==> src/rtl/gpio_port_pkg.sv <==
package gpio_port_pkg;

    localparam int GPIO_PINS   = 8;
    localparam int GPIO_ADDR_W = 3;

    // Register addresses
    localparam int ADR_PINLVL = 0;
    localparam int ADR_LEVEL  = 1;
    localparam int ADR_DRIVE  = 2;
    localparam int ADR_PULLON = 3;
    localparam int ADR_FSEL_L = 4;
    localparam int ADR_FSEL_H = 5;

    typedef enum logic [1:0] {
        FN_PORT     = 2'b00,
        FN_PRIMARY  = 2'b01,
        FN_RESERVED = 2'b10,
        FN_SECOND   = 2'b11
    } pin_fn_e;

    typedef struct packed {
        logic oe;
        logic val;
        logic pull_en;
        logic pull_up;
    } pad_ctl_t;

    function automatic pin_fn_e decode_fn(input logic sel_lo, input logic sel_hi);
        return pin_fn_e'({sel_lo, sel_hi});
    endfunction

endpackage

==> src/rtl/gpio_in_sync.sv <==
module gpio_in_sync #(
    parameter int W = 8
) (
    input  logic         clk,
    input  logic         rst,
    input  logic [W-1:0] pin_async,
    output logic [W-1:0] pin_sync
);
    logic [W-1:0] stage1_q;
    logic [W-1:0] stage2_q;

    always_ff @(posedge clk) begin
        if (rst) begin
            stage1_q <= '0;
            stage2_q <= '0;
        end else begin
            stage1_q <= pin_async;
            stage2_q <= stage1_q;
        end
    end

    assign pin_sync = stage2_q;

    // Set from the second edge after reset on, so that $past never looks at reset-time values
    logic live_q;
    always_ff @(posedge clk) begin
        if (rst) live_q <= 1'b0;
        else     live_q <= 1'b1;
    end

    a_r3_first_stage: assert property (@(posedge clk) disable iff (rst)
        live_q |-> stage1_q == $past(pin_async));
    a_r3_second_stage: assert property (@(posedge clk) disable iff (rst)
        live_q |-> pin_sync == $past(stage1_q));

endmodule

==> src/rtl/gpio_cfg_regs.sv <==
module gpio_cfg_regs #(
    parameter int W  = 8,
    parameter int AW = 3
) (
    input  logic          clk,
    input  logic          rst,
    input  logic [AW-1:0] addr,
    input  logic          we,
    input  logic [W-1:0]  wdata,
    input  logic [W-1:0]  pin_sync,
    output logic [W-1:0]  rdata,
    output logic [W-1:0]  level_q,
    output logic [W-1:0]  drive_q,
    output logic [W-1:0]  pullon_q,
    output logic [W-1:0]  fsel_lo_q,
    output logic [W-1:0]  fsel_hi_q
);
    import gpio_port_pkg::*;

    localparam logic [AW-1:0] A_PIN  = AW'(ADR_PINLVL);
    localparam logic [AW-1:0] A_LVL  = AW'(ADR_LEVEL);
    localparam logic [AW-1:0] A_DRV  = AW'(ADR_DRIVE);
    localparam logic [AW-1:0] A_PUL  = AW'(ADR_PULLON);
    localparam logic [AW-1:0] A_FSL  = AW'(ADR_FSEL_L);
    localparam logic [AW-1:0] A_FSH  = AW'(ADR_FSEL_H);

    always_ff @(posedge clk) begin
        if (rst) begin
            level_q   <= '0;
            drive_q   <= '0;
            pullon_q  <= '0;
            fsel_lo_q <= '0;
            fsel_hi_q <= '0;
        end else if (we) begin
            case (addr)
                A_LVL:   level_q   <= wdata;
                A_DRV:   drive_q   <= wdata;
                A_PUL:   pullon_q  <= wdata;
                A_FSL:   fsel_lo_q <= wdata;
                A_FSH:   fsel_hi_q <= wdata;
                default: ;
            endcase
        end
    end

    always_comb begin
        case (addr)
            A_PIN:   rdata = pin_sync;
            A_LVL:   rdata = level_q;
            A_DRV:   rdata = drive_q;
            A_PUL:   rdata = pullon_q;
            A_FSL:   rdata = fsel_lo_q;
            A_FSH:   rdata = fsel_hi_q;
            default: rdata = '0;
        endcase
    end

    a_r1_regs_clear: assert property (@(posedge clk) disable iff (rst)
        $past(rst) |-> (level_q == '0 && drive_q == '0 && pullon_q == '0
                        && fsel_lo_q == '0 && fsel_hi_q == '0));

    a_r2_level_write: assert property (@(posedge clk) disable iff (rst)
        (we && addr == A_LVL) |=> level_q == $past(wdata));

    a_r2_drive_write: assert property (@(posedge clk) disable iff (rst)
        (we && addr == A_DRV) |=> drive_q == $past(wdata));

    a_r4_pin_write_ignored: assert property (@(posedge clk) disable iff (rst)
        (we && (addr == A_PIN || addr > A_FSH)) |=>
            ($stable(level_q) && $stable(drive_q) && $stable(pullon_q)
             && $stable(fsel_lo_q) && $stable(fsel_hi_q)));

endmodule

==> src/rtl/gpio_pad_route.sv <==
module gpio_pad_route #(
    parameter int W = 8
) (
    input  logic                        clk,
    input  logic                        rst,
    input  logic [W-1:0]                level,
    input  logic [W-1:0]                drive,
    input  logic [W-1:0]                pullon,
    input  logic [W-1:0]                fsel_lo,
    input  logic [W-1:0]                fsel_hi,
    input  logic [W-1:0]                pri_out,
    input  logic [W-1:0]                sec_out,
    output gpio_port_pkg::pad_ctl_t [W-1:0] pad
);
    import gpio_port_pkg::*;

    for (genvar i = 0; i < W; i++) begin : g_pin
        pin_fn_e fn;
        assign fn = decode_fn(fsel_lo[i], fsel_hi[i]);

        always_comb begin
            pad[i].oe      = drive[i];
            pad[i].pull_en = pullon[i];
            pad[i].pull_up = pullon[i] & level[i];
            case (fn)
                FN_PRIMARY: pad[i].val = pri_out[i];
                FN_SECOND:  pad[i].val = sec_out[i];
                default:    pad[i].val = level[i];
            endcase
        end

        a_r7_primary_path: assert property (@(posedge clk) disable iff (rst)
            (!fsel_lo[i] && fsel_hi[i]) |-> pad[i].val == pri_out[i]);
        a_r7_secondary_path: assert property (@(posedge clk) disable iff (rst)
            (fsel_lo[i] && fsel_hi[i]) |-> pad[i].val == sec_out[i]);
        a_r8_port_path: assert property (@(posedge clk) disable iff (rst)
            !fsel_hi[i] |-> pad[i].val == level[i]);
        a_r9_no_pull_dir: assert property (@(posedge clk) disable iff (rst)
            !pad[i].pull_en |-> !pad[i].pull_up);
    end

endmodule

==> src/rtl/gpio_pin_ctrl.sv <==
module gpio_pin_ctrl #(
    parameter int PIN_W  = gpio_port_pkg::GPIO_PINS,
    parameter int ADDR_W = gpio_port_pkg::GPIO_ADDR_W
) (
    input  logic              clk,
    input  logic              rst,
    input  logic [ADDR_W-1:0] bus_addr,
    input  logic              bus_we,
    input  logic [PIN_W-1:0]  bus_wdata,
    output logic [PIN_W-1:0]  bus_rdata,
    input  logic [PIN_W-1:0]  pin_in,
    input  logic [PIN_W-1:0]  pri_out,
    input  logic [PIN_W-1:0]  sec_out,
    output logic [PIN_W-1:0]  pad_oe,
    output logic [PIN_W-1:0]  pad_out,
    output logic [PIN_W-1:0]  pad_pull_en,
    output logic [PIN_W-1:0]  pad_pull_up
);
    import gpio_port_pkg::*;

    logic [PIN_W-1:0] pin_sync;
    logic [PIN_W-1:0] level_q, drive_q, pullon_q, fsel_lo_q, fsel_hi_q;
    pad_ctl_t [PIN_W-1:0] pad;

    gpio_in_sync #(.W(PIN_W)) u_sync (
        .clk       (clk),
        .rst       (rst),
        .pin_async (pin_in),
        .pin_sync  (pin_sync)
    );

    gpio_cfg_regs #(.W(PIN_W), .AW(ADDR_W)) u_regs (
        .clk       (clk),
        .rst       (rst),
        .addr      (bus_addr),
        .we        (bus_we),
        .wdata     (bus_wdata),
        .pin_sync  (pin_sync),
        .rdata     (bus_rdata),
        .level_q   (level_q),
        .drive_q   (drive_q),
        .pullon_q  (pullon_q),
        .fsel_lo_q (fsel_lo_q),
        .fsel_hi_q (fsel_hi_q)
    );

    gpio_pad_route #(.W(PIN_W)) u_route (
        .clk     (clk),
        .rst     (rst),
        .level   (level_q),
        .drive   (drive_q),
        .pullon  (pullon_q),
        .fsel_lo (fsel_lo_q),
        .fsel_hi (fsel_hi_q),
        .pri_out (pri_out),
        .sec_out (sec_out),
        .pad     (pad)
    );

    for (genvar i = 0; i < PIN_W; i++) begin : g_unpack
        assign pad_oe[i]      = pad[i].oe;
        assign pad_out[i]     = pad[i].val;
        assign pad_pull_en[i] = pad[i].pull_en;
        assign pad_pull_up[i] = pad[i].pull_up;
    end

    a_r5_oe_tracks_drive_reg: assert property (@(posedge clk) disable iff (rst)
        (bus_we && bus_addr == ADDR_W'(ADR_DRIVE)) |=> pad_oe == $past(bus_wdata));

endmodule

==> config.mk <==
export PLATFORM = sky130hd
export DESIGN_NAME = gpio_pin_ctrl
export DESIGN_NICKNAME = d
export VERILOG_FILES = /design/src/rtl/gpio_port_pkg.sv /design/src/rtl/gpio_in_sync.sv /design/src/rtl/gpio_cfg_regs.sv /design/src/rtl/gpio_pad_route.sv /design/src/rtl/gpio_pin_ctrl.sv
export SDC_FILE = /design/constraint.sdc
export NUM_CORES = 1
export LEC_CHECK = 0
export BUFFER_PORTS_ARGS = -buffer_cell sky130_fd_sc_hd__buf_2
export CORE_MARGIN = 2
export CORE_UTILIZATION = 50
export DETAILED_ROUTE_END_ITERATION = 12
export PLACE_DENSITY = 0.78
export REMOVE_ABC_BUFFERS = 1
export SLEW_MARGIN = 20
export SYNTH_ARGS = -nofsm -noshare
export SYNTH_HDL_FRONTEND = slang
export SYNTH_SLANG_ARGS = --single-unit
==> constraint.sdc <==
create_clock -name clk -period 2.7 [get_ports clk]
set_input_delay 0.405 -clock clk [delete_from_list [all_inputs] [get_ports clk]]
set_output_delay 0.405 -clock clk [all_outputs]
set_load 0.02 [all_outputs]
=== Word-level counts from Yosys, hierarchy flattened ===
Index checks and enable logic that the tools add are counted.

* Muxes and demuxes: 9
* Eq/ne operators: 21
* Reductions and logical operators: 6
* Bitwise operators: 8

{| class="wikitable"
|+ Operator list
! kind !! count
|-
| $pmux W8 S6 || 1
|-
| $eq A2 B1 Y1 const B || 8
|-
| $eq A2 B2 Y1 const B || 8
|-
| $pmux W1 S2 || 8
|-
| $reduce_and A2 Y1 || 5
|-
| $and A1 B1 Y1 || 8
|-
| $eq A3 B2 Y1 const B || 2
|-
| $eq A3 B3 Y1 const B || 2
|-
| $eq A3 B1 Y1 const B || 1
|-
| $logic_not A3 Y1 || 1
|}

* Word-level logic and storage cells: 51
* Bits in registers: 56
* Output and inout bits: 40

=== Depth between registers and ports, before layout ===
Gate-level depths: netlist (run 1).

* Depth after elaboration: 2
* Gate-level depth with buffers: 5
* Depth with buffers taken out: 3

=== Modules after synthesis ===
From an unflattened synthesis (run 1), not the netlist that was laid out.

* Cell total of the unflattened synthesis: 290
* Area, all modules: 2,731.4 µm²

{| class="wikitable"
|+ Modules (own cells, without submodules)
! module !! instances !! seq. area each (µm²) !! area an instance (µm²) !! cells each
|-
| gpio_cfg_regs || 1 || 800.8 || 1,946.9 || 209
|-
| gpio_in_sync || 1 || 320.3 || 464.2 || 33
|-
| gpio_pad_route || 1 || 0.0 || 320.3 || 48
|}

=== Least setup slack after synthesis (run 1) ===
No wires, ideal clock.

* Path kind: in2out
* Start: input bus_addr[0]
* End: output bus_rdata[4]
* Stages: 4
* Arrival: 1,338 ps
* Setup slack: 957 ps
* Cell sequence: buf_6 -> buf_8 -> mux2_4 -> a221o_1

* Longest elaborated chain between the ends: 2
* Elaborated cells between the ends (all ways): 7

{| class="wikitable"
|+ Ends and longest elaborated chain
! what !! RTL line !! source
|-
| start: declaration || gpio_pin_ctrl.sv:7 || <nowiki>input logic [ADDR_W-1:0] bus_addr,</nowiki>
|-
| $eq A3 B3 Y1 (tied with other cells) || gpio_cfg_regs.sv:47 || <nowiki>case (addr)</nowiki>
|-
| $pmux W8 S6 (*) || gpio_cfg_regs.sv:47 ||
|-
| end: declaration || gpio_pin_ctrl.sv:10 || <nowiki>output logic [PIN_W-1:0] bus_rdata,</nowiki>
|}

Every way passes the cells marked *; elsewhere a longest branch is shown, timed or not.

=== Worst setup path in the final report (run 1) ===
* Start: input bus_addr[0]
* End: output bus_rdata[0]

The elaborated chain is that of the path after synthesis.

==> impl_metrics.env, run 1 <==
export IMPL_die_w_um=75.68
export IMPL_post_cts_buffers=0
export IMPL_finalSetupTns_ns=0
export IMPL_crit_path_max_incr_delay_ns=0.47
export IMPL_drtIter0Drc=135
export IMPL_cts_tree="yes"
export IMPL_fin_cells=410
export IMPL_diodes=0
export IMPL_grt_pass1_wl_um=9045
export IMPL_synth_warnings=0
export IMPL_relSlewSlack=0.3542
export IMPL_finClkSkew_ns=0.0004891
export IMPL_finalSetupViolations=0
export IMPL_crit_top_cell="buf_2"
export IMPL_grt_overflow=0
export IMPL_reg2reg_from="u_regs.pullon_q[7]$_SDFFE_PP0P_"
export IMPL_cts_repair_resized=0
export IMPL_dr_pass1_iters=4
export IMPL_synth_cells=273
export IMPL_crit_chain="buf_2, and2b_2, nor2b_4, a221o_2, buf_2"
export IMPL_min_period_ns=2.265
export IMPL_drc=0
export IMPL_maxCapViolCount=0
export IMPL_crit_path_start_kind="input port"
export IMPL_ir_drop_mv=0.3124
export IMPL_fin_crit_sh=0.8388
export IMPL_clk_pin_slew_ns=0.10
export IMPL_nNetsFinal=377
export IMPL_wl_met3_um=358
export IMPL_outcome="finished clean"
export IMPL_totalWireLength_um=5777
export IMPL_top_layer="met4"
export IMPL_arrival_ns=1.86
export IMPL_clk_path_buf_depth=2
export IMPL_timing_rr_end="u_regs.pullon_q[7]$_SDFFE_PP0P_"
export IMPL_clock_sinks=56
export IMPL_port_buffers=77
export IMPL_wl_per_cell_um=14.09
export IMPL_io_pins=78
export IMPL_p_total_w=0.001493
export IMPL_syn2layout_area_growth_pct=17.34
export IMPL_slowest_stage="buf_2"
export IMPL_cts_root_buf="clkbuf_8"
export IMPL_cp_end_kind="output port"
export IMPL_hold_class="in2reg"
export IMPL_grt_util_all_layers=0.2108
export IMPL_antenna_found_initial=0
export IMPL_reg2regPathDepth=2
export IMPL_start_util=0.5094
export IMPL_dp_cells=402
export IMPL_finalHoldViolCount=0
export IMPL_slew_viol_final=0
export IMPL_critPathLaunch="bus_addr[0]"
export IMPL_gp_congestion=0.7813
export IMPL_dr_total_vias=2152
export IMPL_first_global_vias=1898
export IMPL_power_density_nw_per_um2=495.3
export IMPL_via_per_inst=5.249
export IMPL_setup_ws_ns=0.4352
export IMPL_die_height_um=75.68
export IMPL_power_leakage_nw=1.268
export IMPL_setup_worst_path_end="bus_rdata[0]"
export IMPL_ys_seq_area_frac=0.4364
export IMPL_syn_cell_area_sq_um=2569
export IMPL_wl_met1_um=2511
export IMPL_grt_max_degree=57
export IMPL_rows=26
export IMPL_post_place_ws_ns=0.4441
export IMPL_cts_hold_buf=0
export IMPL_drive_above_1_share=0.3147
export IMPL_antenna_left=0
export IMPL_wl_met2_um=2843
export IMPL_ys_ff_latch=56
export IMPL_syn_avg_cell_area_sq_um=9.409
export IMPL_cp_required_ns=2.30
export IMPL_clock_fmax_mhz=441.5
export IMPL_worstPathMaxFanout=28
export IMPL_tightest_slew_ns=0.9687
export IMPL_coreArea_sq_um=5042
export IMPL_h_tree_depth=2
export IMPL_insertion_delay_ns=0.30
export IMPL_grt_setup_unrepaired="false"
export IMPL_dp_hpwl_um=3997
export IMPL_synthDistinctLibCells=29
export IMPL_die_area_sq_um=5727
export IMPL_cts_buffers=5
export IMPL_r2r_slack_ns=2.00
export IMPL_worstSetupPathType="in2out"
-- layout by cell type (no fill, tap or decap), drive strengths merged, types with 4 or more instances in the layout --
cell type and count:
buf 77, dfxtp 56, mux2i 36, nor2 33, nand2 33, a21oi 25
nor2b 19, mux2 12, and2 8, a22oi 7, clkbuf 6, o22ai 4
inv 4, o32ai 4, a221o 4
-- sequential cells by signal, summed over array words and instances, names as in the netlist --
signal,count
u_regs.drive_q,8
u_regs.fsel_hi_q,8
u_regs.fsel_lo_q,8
u_regs.level_q,8
u_regs.pullon_q,8
u_sync.pin_sync,8
u_sync.stage1_q,8
-- through the flow --
stage,cell area [sq um],utilization,hold WS [ns]
floorplan,2449,-,0.4138
global placement,2922,0.5794,0.4204
detailed placement,2922,0.5794,0.4212
CTS,3014,0.5978,0.2983
global route,3014,0.5978,0.2921
finish,3014,0.5978,0.3058
-- logic make-up (layout without fill, tap and decap cells) --
family | count (synthesis) | in the layout | synth area share
multiplexers | 48 | 48 | 0.1958
buffers and inverters | 22 | 89 | 0.05260
AO/OA/AOI/OAI | 44 | 44 | 0.1091
AND/OR/NAND/NOR | 103 | 103 | 0.2060
flip-flops | 56 | 56 | 0.4364
-- worst max-delay path: cells and delay by family --
family	cells	cell delay, ns
buffers and inverters	2	0.63
AOI/OAI and AO/OA	1	0.38
and+or+nand+nor	2	0.43
-- report_power, final --
group / total (W) / switching [W] / leakage (nW) / internal, W
clock network: 0.000461 / 0.000256 / 0.0510 / 0.000205
logic: 0.000168 / 0.0000969 / 0.761 / 0.0000712
registers: 0.000864 / 0.0000147 / 0.456 / 0.000849
total: 0.00149 / 0.000367 / 1.27 / 0.00113
-- per-layer routing --
layer  global-route usage  vias to the layer above
met5                    0                        -
met4              0.06433                        0
met3              0.03439                        5
met2               0.3536                       72
met1               0.2797                     1004
li1                     -                     1071
-- synthesized netlist by cell type --
library cell / count / area share
a22oi_1: 7 / 0.020
and2b_2: 1 / 0.0034
clkbuf_1: 8 / 0.012
a221o_1: 2 / 0.0078
nand4b_1: 1 / 0.0034
nor2_1: 33 / 0.048
a21oi_1: 25 / 0.049
inv_1: 4 / 0.0058
buf_6: 4 / 0.018
and2_1: 8 / 0.019
nor2b_4: 1 / 0.0054
buf_4: 2 / 0.0058
buf_8: 1 / 0.0058
and4b_1: 1 / 0.0039
mux2i_1: 36 / 0.14
nand4b_2: 1 / 0.0058
or2_2: 1 / 0.0024
mux2_4: 2 / 0.012
a221o_2: 2 / 0.0088
o22ai_1: 4 / 0.0097
o32ai_1: 4 / 0.014
nor2b_1: 18 / 0.044
nor3b_1: 1 / 0.0029
nand2_1: 33 / 0.048
and4b_2: 1 / 0.0044
dfxtp_1: 56 / 0.44
mux2_2: 10 / 0.044
and4bb_2: 3 / 0.015
buf_2: 3 / 0.0058
-- final cells by class --
type                    instances  area (sq um)
clock inverters                 2         10.01
inverters                       4         15.01
flip-flops and latches         56          1121
repair buffers                 77         385.4
multi-input cells             195          1313
well taps                      70         87.58
fillers                       451          2028
clock buffers                   6         82.58
-- how the worst min path moves through the flow --
stage | startpoint | to | slack [ns] | cells past startpoint
2_1_floorplan | u_sync.stage1_q[0]$_SDFF_PP0_ | u_sync.pin_sync[0]$_SDFF_PP0_ | 0.41 | 1
3_3_place_gp | u_sync.stage1_q[4]$_SDFF_PP0_ | u_sync.pin_sync[4]$_SDFF_PP0_ | 0.42 | 1
3_5_place_dp | u_sync.stage1_q[3]$_SDFF_PP0_ | u_sync.pin_sync[3]$_SDFF_PP0_ | 0.42 | 1
4_1_cts | pin_in[2] | u_sync.stage1_q[2]$_SDFF_PP0_ | 0.30 | 2
5_1_grt | pin_in[6] | u_sync.stage1_q[6]$_SDFF_PP0_ | 0.29 | 2
6_report | pin_in[2] | u_sync.stage1_q[2]$_SDFF_PP0_ | 0.31 | 2
Note: power is estimated with default switching activity, not from simulation.
==> run 2: changes to the inputs <==
--- a/config.mk
+++ b/config.mk
@@ -7,9 +7,9 @@
 export LEC_CHECK = 0
 export BUFFER_PORTS_ARGS = -buffer_cell sky130_fd_sc_hd__buf_2
 export CORE_MARGIN = 2
-export CORE_UTILIZATION = 50
+export CORE_UTILIZATION = 46
 export DETAILED_ROUTE_END_ITERATION = 12
-export PLACE_DENSITY = 0.78
+export PLACE_DENSITY = 0.76
 export REMOVE_ABC_BUFFERS = 1
 export SLEW_MARGIN = 20
 export SYNTH_ARGS = -nofsm -noshare
==> constraint.sdc (replaced) <==
create_clock -name clk -period 1.95 [get_ports clk]
set_input_delay 0.2925 -clock clk [delete_from_list [all_inputs] [get_ports clk]]
set_output_delay 0.2925 -clock clk [all_outputs]
set_load 0.02 [all_outputs]
==> run 2 against run 1 <==
Net effect:
- register-to-register slack got worse by 0.75 ns
- non-clock buffer count increased by 4
- via count decreased by 1.5%
- total power increased by 50%
- critical endpoint is now bus_rdata[5]
- final cell count increased by 1.5%
- largest power group unchanged
==> impl_metrics.env, run 2 (synthesized netlist as in run 1, its figures left out) <==
export IMPL_die_w_um=78.73
export IMPL_post_place_ws_ns=0.1394
export IMPL_nNetsFinal=381
export IMPL_die_area_sq_um=6198
export IMPL_dp_cells=408
export IMPL_start_util=0.4723
export IMPL_coreArea_sq_um=5439
export IMPL_setup_ws_ns=0.1300
export IMPL_antenna_found_initial=0
export IMPL_tightest_slew_ns=0.5542
export IMPL_final_area_sq_um=3093
export IMPL_grt_pass1_wl_um=9570
export IMPL_worstSetupPathType="in2out"
export IMPL_slew_viol_final=0
export IMPL_clock_sinks=56
export IMPL_placed_area_sq_um=2967
export IMPL_clk_path_buf_depth=2
export IMPL_cp_required_ns=1.66
export IMPL_h_tree_depth=2
export IMPL_arrival_ns=1.53
export IMPL_clock_fmax_mhz=549.4
export IMPL_relSlewSlack=0.6306
export IMPL_hold_slack_ns=0.1891
export IMPL_io_pins=78
export IMPL_ir_drop_mv=0.4658
export IMPL_cts_repair_resized=0
export IMPL_antenna_left=0
export IMPL_layout_commonest_cell="buf_2"
export IMPL_cts_buffers=5
export IMPL_reg2regPathDepth=2
export IMPL_dr_total_vias=2119
export IMPL_finalSetupViolations=0
export IMPL_power_density_nw_per_um2=725.9
export IMPL_fin_cells=416
export IMPL_clk_pin_slew_ns=0.10
export IMPL_via_per_inst=5.094
export IMPL_cp_end_kind="output port"
export IMPL_grt_setup_unrepaired="false"
export IMPL_first_global_vias=1879
export IMPL_min_path_cells=2
export IMPL_maxCapViolCount=0
export IMPL_drtIter0Drc=103
export IMPL_holdPathEnd="u_sync.stage1_q[2]$_SDFF_PP0_"
export IMPL_post_cts_buffers=0
export IMPL_hold_class="in2reg"
export IMPL_finClkSkew_ns=0.006941
export IMPL_syn2layout_area_growth_pct=20.41
export IMPL_finalHoldViolCount=0
export IMPL_insertion_delay_ns=0.30
export IMPL_drc=0
export IMPL_min_from="pin_in[2]"
export IMPL_wl_per_cell_um=14.29
export IMPL_finalSetupTns_ns=0
export IMPL_totalWireLength_um=5944
export IMPL_power_leakage_nw=1.306
export IMPL_grt_overflow=0
export IMPL_cts_root_buf="clkbuf_8"
export IMPL_cts_tree="yes"
export IMPL_rows=27
export IMPL_port_buffers=77
export IMPL_worstPathMaxFanout=20
export IMPL_die_height_um=78.73
export IMPL_cts_hold_buf=0
export IMPL_mostFrequentLayoutCells="buf_2 (77), dfxtp_1 (56), mux2i_1 (36)"
export IMPL_dp_hpwl_um=4071
export IMPL_drive_above_1_share=0.3227
export IMPL_crit_path_start_kind="input port"
export IMPL_timing_rr_end="u_regs.pullon_q[6]$_SDFFE_PP0P_"
export IMPL_dr_pass1_iters=4
export IMPL_fin_crit_sh=0.9333
export IMPL_outcome="finished clean"
export IMPL_reg2reg_from="u_regs.pullon_q[6]$_SDFFE_PP0P_"
export IMPL_grt_util_all_layers=0.1969
export IMPL_min_period_ns=1.820
export IMPL_gp_congestion=0.8086
export IMPL_diodes=0
export IMPL_grt_max_degree=57
export IMPL_r2r_slack_ns=1.25
-- run 2: changes by cell type in the layout (fill, tap and decap cells not counted) --
cell | before | now
buf_12 | 0 | 1
buf_4 | 0 | 3
bufinv_16 | 0 | 1
clkbuf_8 | 6 | 7
clkinv_2 | 2 | 0
-- run 2: area by class of cell --
cell class / instances / area, sq um
fill: 479 / 2346
inverter: 4 / 15.01
multi-input combinational: 195 / 1313
clock buffer: 7 / 96.34
tap: 72 / 90.09
sequential: 56 / 1121
clock inverter: 1 / 30.03
timing repair buffer: 81 / 427.9
-- run 2: worst max path at each step --
stage                                    start      endpoint  slack, ns  depth (start not counted)
3_3_place_gp                       bus_addr[0]  bus_rdata[3]       0.15                          6
6_report                           bus_addr[0]  bus_rdata[5]       0.13                          6
4_1_cts                            bus_addr[0]  bus_rdata[5]       0.12                          6
5_1_grt                            bus_addr[0]  bus_rdata[7]      0.007                          6
2_1_floorplan  u_regs.pullon_q[6]$_SDFFE_PP0P_  bus_rdata[6]       0.60                          3
3_5_place_dp                       bus_addr[0]  bus_rdata[3]       0.14                          6
-- run 2: per-stage QoR --
stage                 util  total power, W
finish              0.5687        0.002245
global route        0.5687        0.002336
CTS                 0.5687        0.002263
detailed placement  0.5454        0.001466
global placement    0.5454        0.001462
floorplan                -        0.001334
-- run 2: routing by layer --
| layer | vias up | GRT usage | share of wire |
|---|---|---|---|
| met4 | 0 | 0.04737 | 0.011 |
| met1 | 978 | 0.2685 | 0.45 |
| met5 | - | 0 | 0 |
| met2 | 52 | 0.3256 | 0.49 |
| met3 | 6 | 0.03409 | 0.045 |
| li1 | 1083 | - | - |
-- run 2: report_power, final --
group | total (W) | internal (W) | leakage (nW) | switching, W
logic | 0.000244 | 0.000106 | 0.785 | 0.000138
clock network | 0.000806 | 0.000453 | 0.0645 | 0.000353
registers | 0.00120 | 0.00118 | 0.456 | 0.0000199
total | 0.00225 | 0.00173 | 1.31 | 0.000510
-- run 2: critical path: stages --
cell and delay [ns]:
buf_2 0.25, buf_12 0.19, nand2_1 0.13, o32ai_1 0.29, a221o_1 0.19, buf_2 0.17
==> run 3: changes to the inputs <==
--- a/config.mk
+++ b/config.mk
@@ -6,7 +6,7 @@
 export NUM_CORES = 1
 export LEC_CHECK = 0
 export BUFFER_PORTS_ARGS = -buffer_cell sky130_fd_sc_hd__buf_2
-export CORE_MARGIN = 2
+export CORE_MARGIN = 5
 export CORE_UTILIZATION = 46
 export DETAILED_ROUTE_END_ITERATION = 12
 export PLACE_DENSITY = 0.76
==> run 3 against run 2 <==
Net effect:
- maximum frequency increased by 0.58%
- worst setup slack better by 0.011 ns
- total power shrank 7.3%
- worst hold slack better by 0.0055 ns
- clock power shrank 21%
- first-iteration DRC count rose by 32%
- highest routed layer unchanged
==> impl_metrics.env, run 3 (synthesized netlist as in run 1, its figures left out) <==
export IMPL_dr_total_vias=2164
export IMPL_worstSetupPathType="in2out"
export IMPL_timing_rr_end="u_regs.pullon_q[5]$_SDFFE_PP0P_"
export IMPL_drive_above_1_share=0.3227
export IMPL_critPathLaunch="bus_addr[0]"
export IMPL_port_buffers=77
export IMPL_diodes=0
export IMPL_rows=27
export IMPL_insertion_delay_ns=0.30
export IMPL_drtIter0Drc=136
export IMPL_die_area_sq_um=7178
export IMPL_cp_end_kind="output port"
export IMPL_h_tree_depth=2
export IMPL_gp_congestion=0.8128
export IMPL_clk_path_buf_depth=2
export IMPL_placed_area_sq_um=2979
export IMPL_dr_pass1_iters=4
export IMPL_crit_path_max_incr_delay_ns=0.26
export IMPL_totalWireLength_um=6229
export IMPL_final_area_sq_um=3072
export IMPL_clock_sinks=56
export IMPL_ir_drop_mv=0.3697
export IMPL_via_per_inst=5.202
export IMPL_mostFrequentLayoutCells="buf_2 (77), dfxtp_1 (56), mux2i_1 (36)"
export IMPL_syn2layout_area_growth_pct=19.58
export IMPL_crit_top_cell="buf_2"
export IMPL_grt_overflow=0
export IMPL_clock_fmax_mhz=552.6
export IMPL_final_util=0.5613
export IMPL_tightest_slew_ns=0.4297
export IMPL_reg2regPathDepth=2
export IMPL_first_global_vias=2026
export IMPL_finalHoldViolCount=0
export IMPL_wl_per_cell_um=14.97
export IMPL_io_pins=78
export IMPL_cts_hold_buf=0
export IMPL_n_fill_cell=522
export IMPL_hold_class="in2reg"
export IMPL_worstPathMaxFanout=21
export IMPL_fin_crit_sh=0.9279
export IMPL_antenna_left=0
export IMPL_crit_path_start_kind="input port"
export IMPL_drc=0
export IMPL_grt_pass1_wl_um=10070
export IMPL_finalSetupTns_ns=0
export IMPL_power_density_nw_per_um2=677.7
export IMPL_post_cts_buffers=0
export IMPL_antenna_found_initial=0
export IMPL_power_leakage_nw=1.297
export IMPL_crit_chain="buf_2, buf_12, mux2i_1, o32ai_1, a221o_1, buf_2"
export IMPL_grt_setup_unrepaired="false"
export IMPL_slew_viol_final=0
export IMPL_r2r_slack_ns=1.26
export IMPL_slowest_stage="a221o_1"
export IMPL_nNetsFinal=381
export IMPL_finClkSkew_ns=0.002979
export IMPL_die_height_um=84.73
export IMPL_arrival_ns=1.52
export IMPL_cts_repair_resized=0
export IMPL_cp_required_ns=1.66
export IMPL_dp_hpwl_um=4464
export IMPL_reg2reg_from="u_regs.pullon_q[5]$_SDFFE_PP0P_"
export IMPL_relSlewSlack=0.7120
export IMPL_setup_worst_path_end="bus_rdata[5]"
export IMPL_finalSetupViolations=0
export IMPL_maxCapViolCount=0
export IMPL_start_util=0.4694
export IMPL_coreArea_sq_um=5473
export IMPL_grt_max_degree=57
export IMPL_cts_buffers=5
export IMPL_cts_root_buf="clkbuf_8"
export IMPL_min_period_ns=1.809
export IMPL_outcome="finished clean"
export IMPL_die_w_um=84.73
export IMPL_clk_pin_slew_ns=0.09
export IMPL_layout_commonest_cell="buf_2"
export IMPL_cts_tree="yes"
export IMPL_grt_util_all_layers=0.1737
-- run 3: changes by cell type in the layout (fill, tap and decap cells not counted) --
cell       before  now
clkbuf_8        7    6
buf_12          1    2
bufinv_16       1    0
buf_4           3    2
clkinv_2        0    2
-- run 3: final cells by class --
| cell class | instances | area [sq um] | share of cell area |
|---|---|---|---|
| Multi-Input combinational cell | 195 | 1313 | 0.4273 |
| Inverter | 4 | 15.01 | 0.004888 |
| Sequential cell | 56 | 1121 | 0.3650 |
| Clock inverter | 2 | 10.01 | 0.003259 |
| Clock buffer | 6 | 82.58 | 0.02688 |
| Tap cell | 72 | 90.09 | 0.02933 |
| Timing Repair Buffer | 81 | 440.4 | 0.1434 |
-- run 3: critical path, delay by kind of cell --
kind | cells | cell delay, ns
compound gates | 2 | 0.38
buf+inv | 3 | 0.59
mux | 1 | 0.25
-- run 3: worst min-delay path by stage --
stage / end / slack [ns] / cells after the start / from
final: u_sync.stage1_q[4]$_SDFF_PP0_ / 0.19 / 2 / pin_in[4]
after global routing: u_sync.stage1_q[5]$_SDFF_PP0_ / 0.19 / 2 / pin_in[5]
after CTS: u_sync.stage1_q[4]$_SDFF_PP0_ / 0.19 / 2 / pin_in[4]
after detailed placement: u_sync.pin_sync[3]$_SDFF_PP0_ / 0.42 / 1 / u_sync.stage1_q[3]$_SDFF_PP0_
after global placement: u_sync.pin_sync[4]$_SDFF_PP0_ / 0.42 / 1 / u_sync.stage1_q[4]$_SDFF_PP0_
after floorplan: u_regs.fsel_hi_q[0]$_SDFFE_PP0P_ / 0.36 / 1 / rst
-- run 3: metal layers --
metal,wire length (um),track usage
met1,2669,0.2129
met2,3150,0.3032
met3,354,0.04220
met4,55,0.04604
met5,0,0
-- run 3: report_power, final --
part,switching (W),internal (W)
Sequential,0.0000211,0.00118
Combinational,0.000139,0.000109
Clock,0.000353,0.000284
Total,0.000513,0.00157
-- run 3: stage by stage --
| stage | setup slack [ns] | hold slack [ns] | instances | total power [W] |
|---|---|---|---|---|
| floorplan | 0.5996 | 0.3616 | 255 | 0.001334 |
| global placement | 0.1831 | 0.4182 | 408 | 0.001465 |
| detailed placement | 0.1460 | 0.4236 | 408 | 0.001471 |
| CTS | 0.1516 | 0.1914 | 416 | 0.002099 |
| global route | 0.07805 | 0.1879 | 416 | 0.002181 |
| finish | 0.1405 | 0.1946 | 416 | 0.002082 |
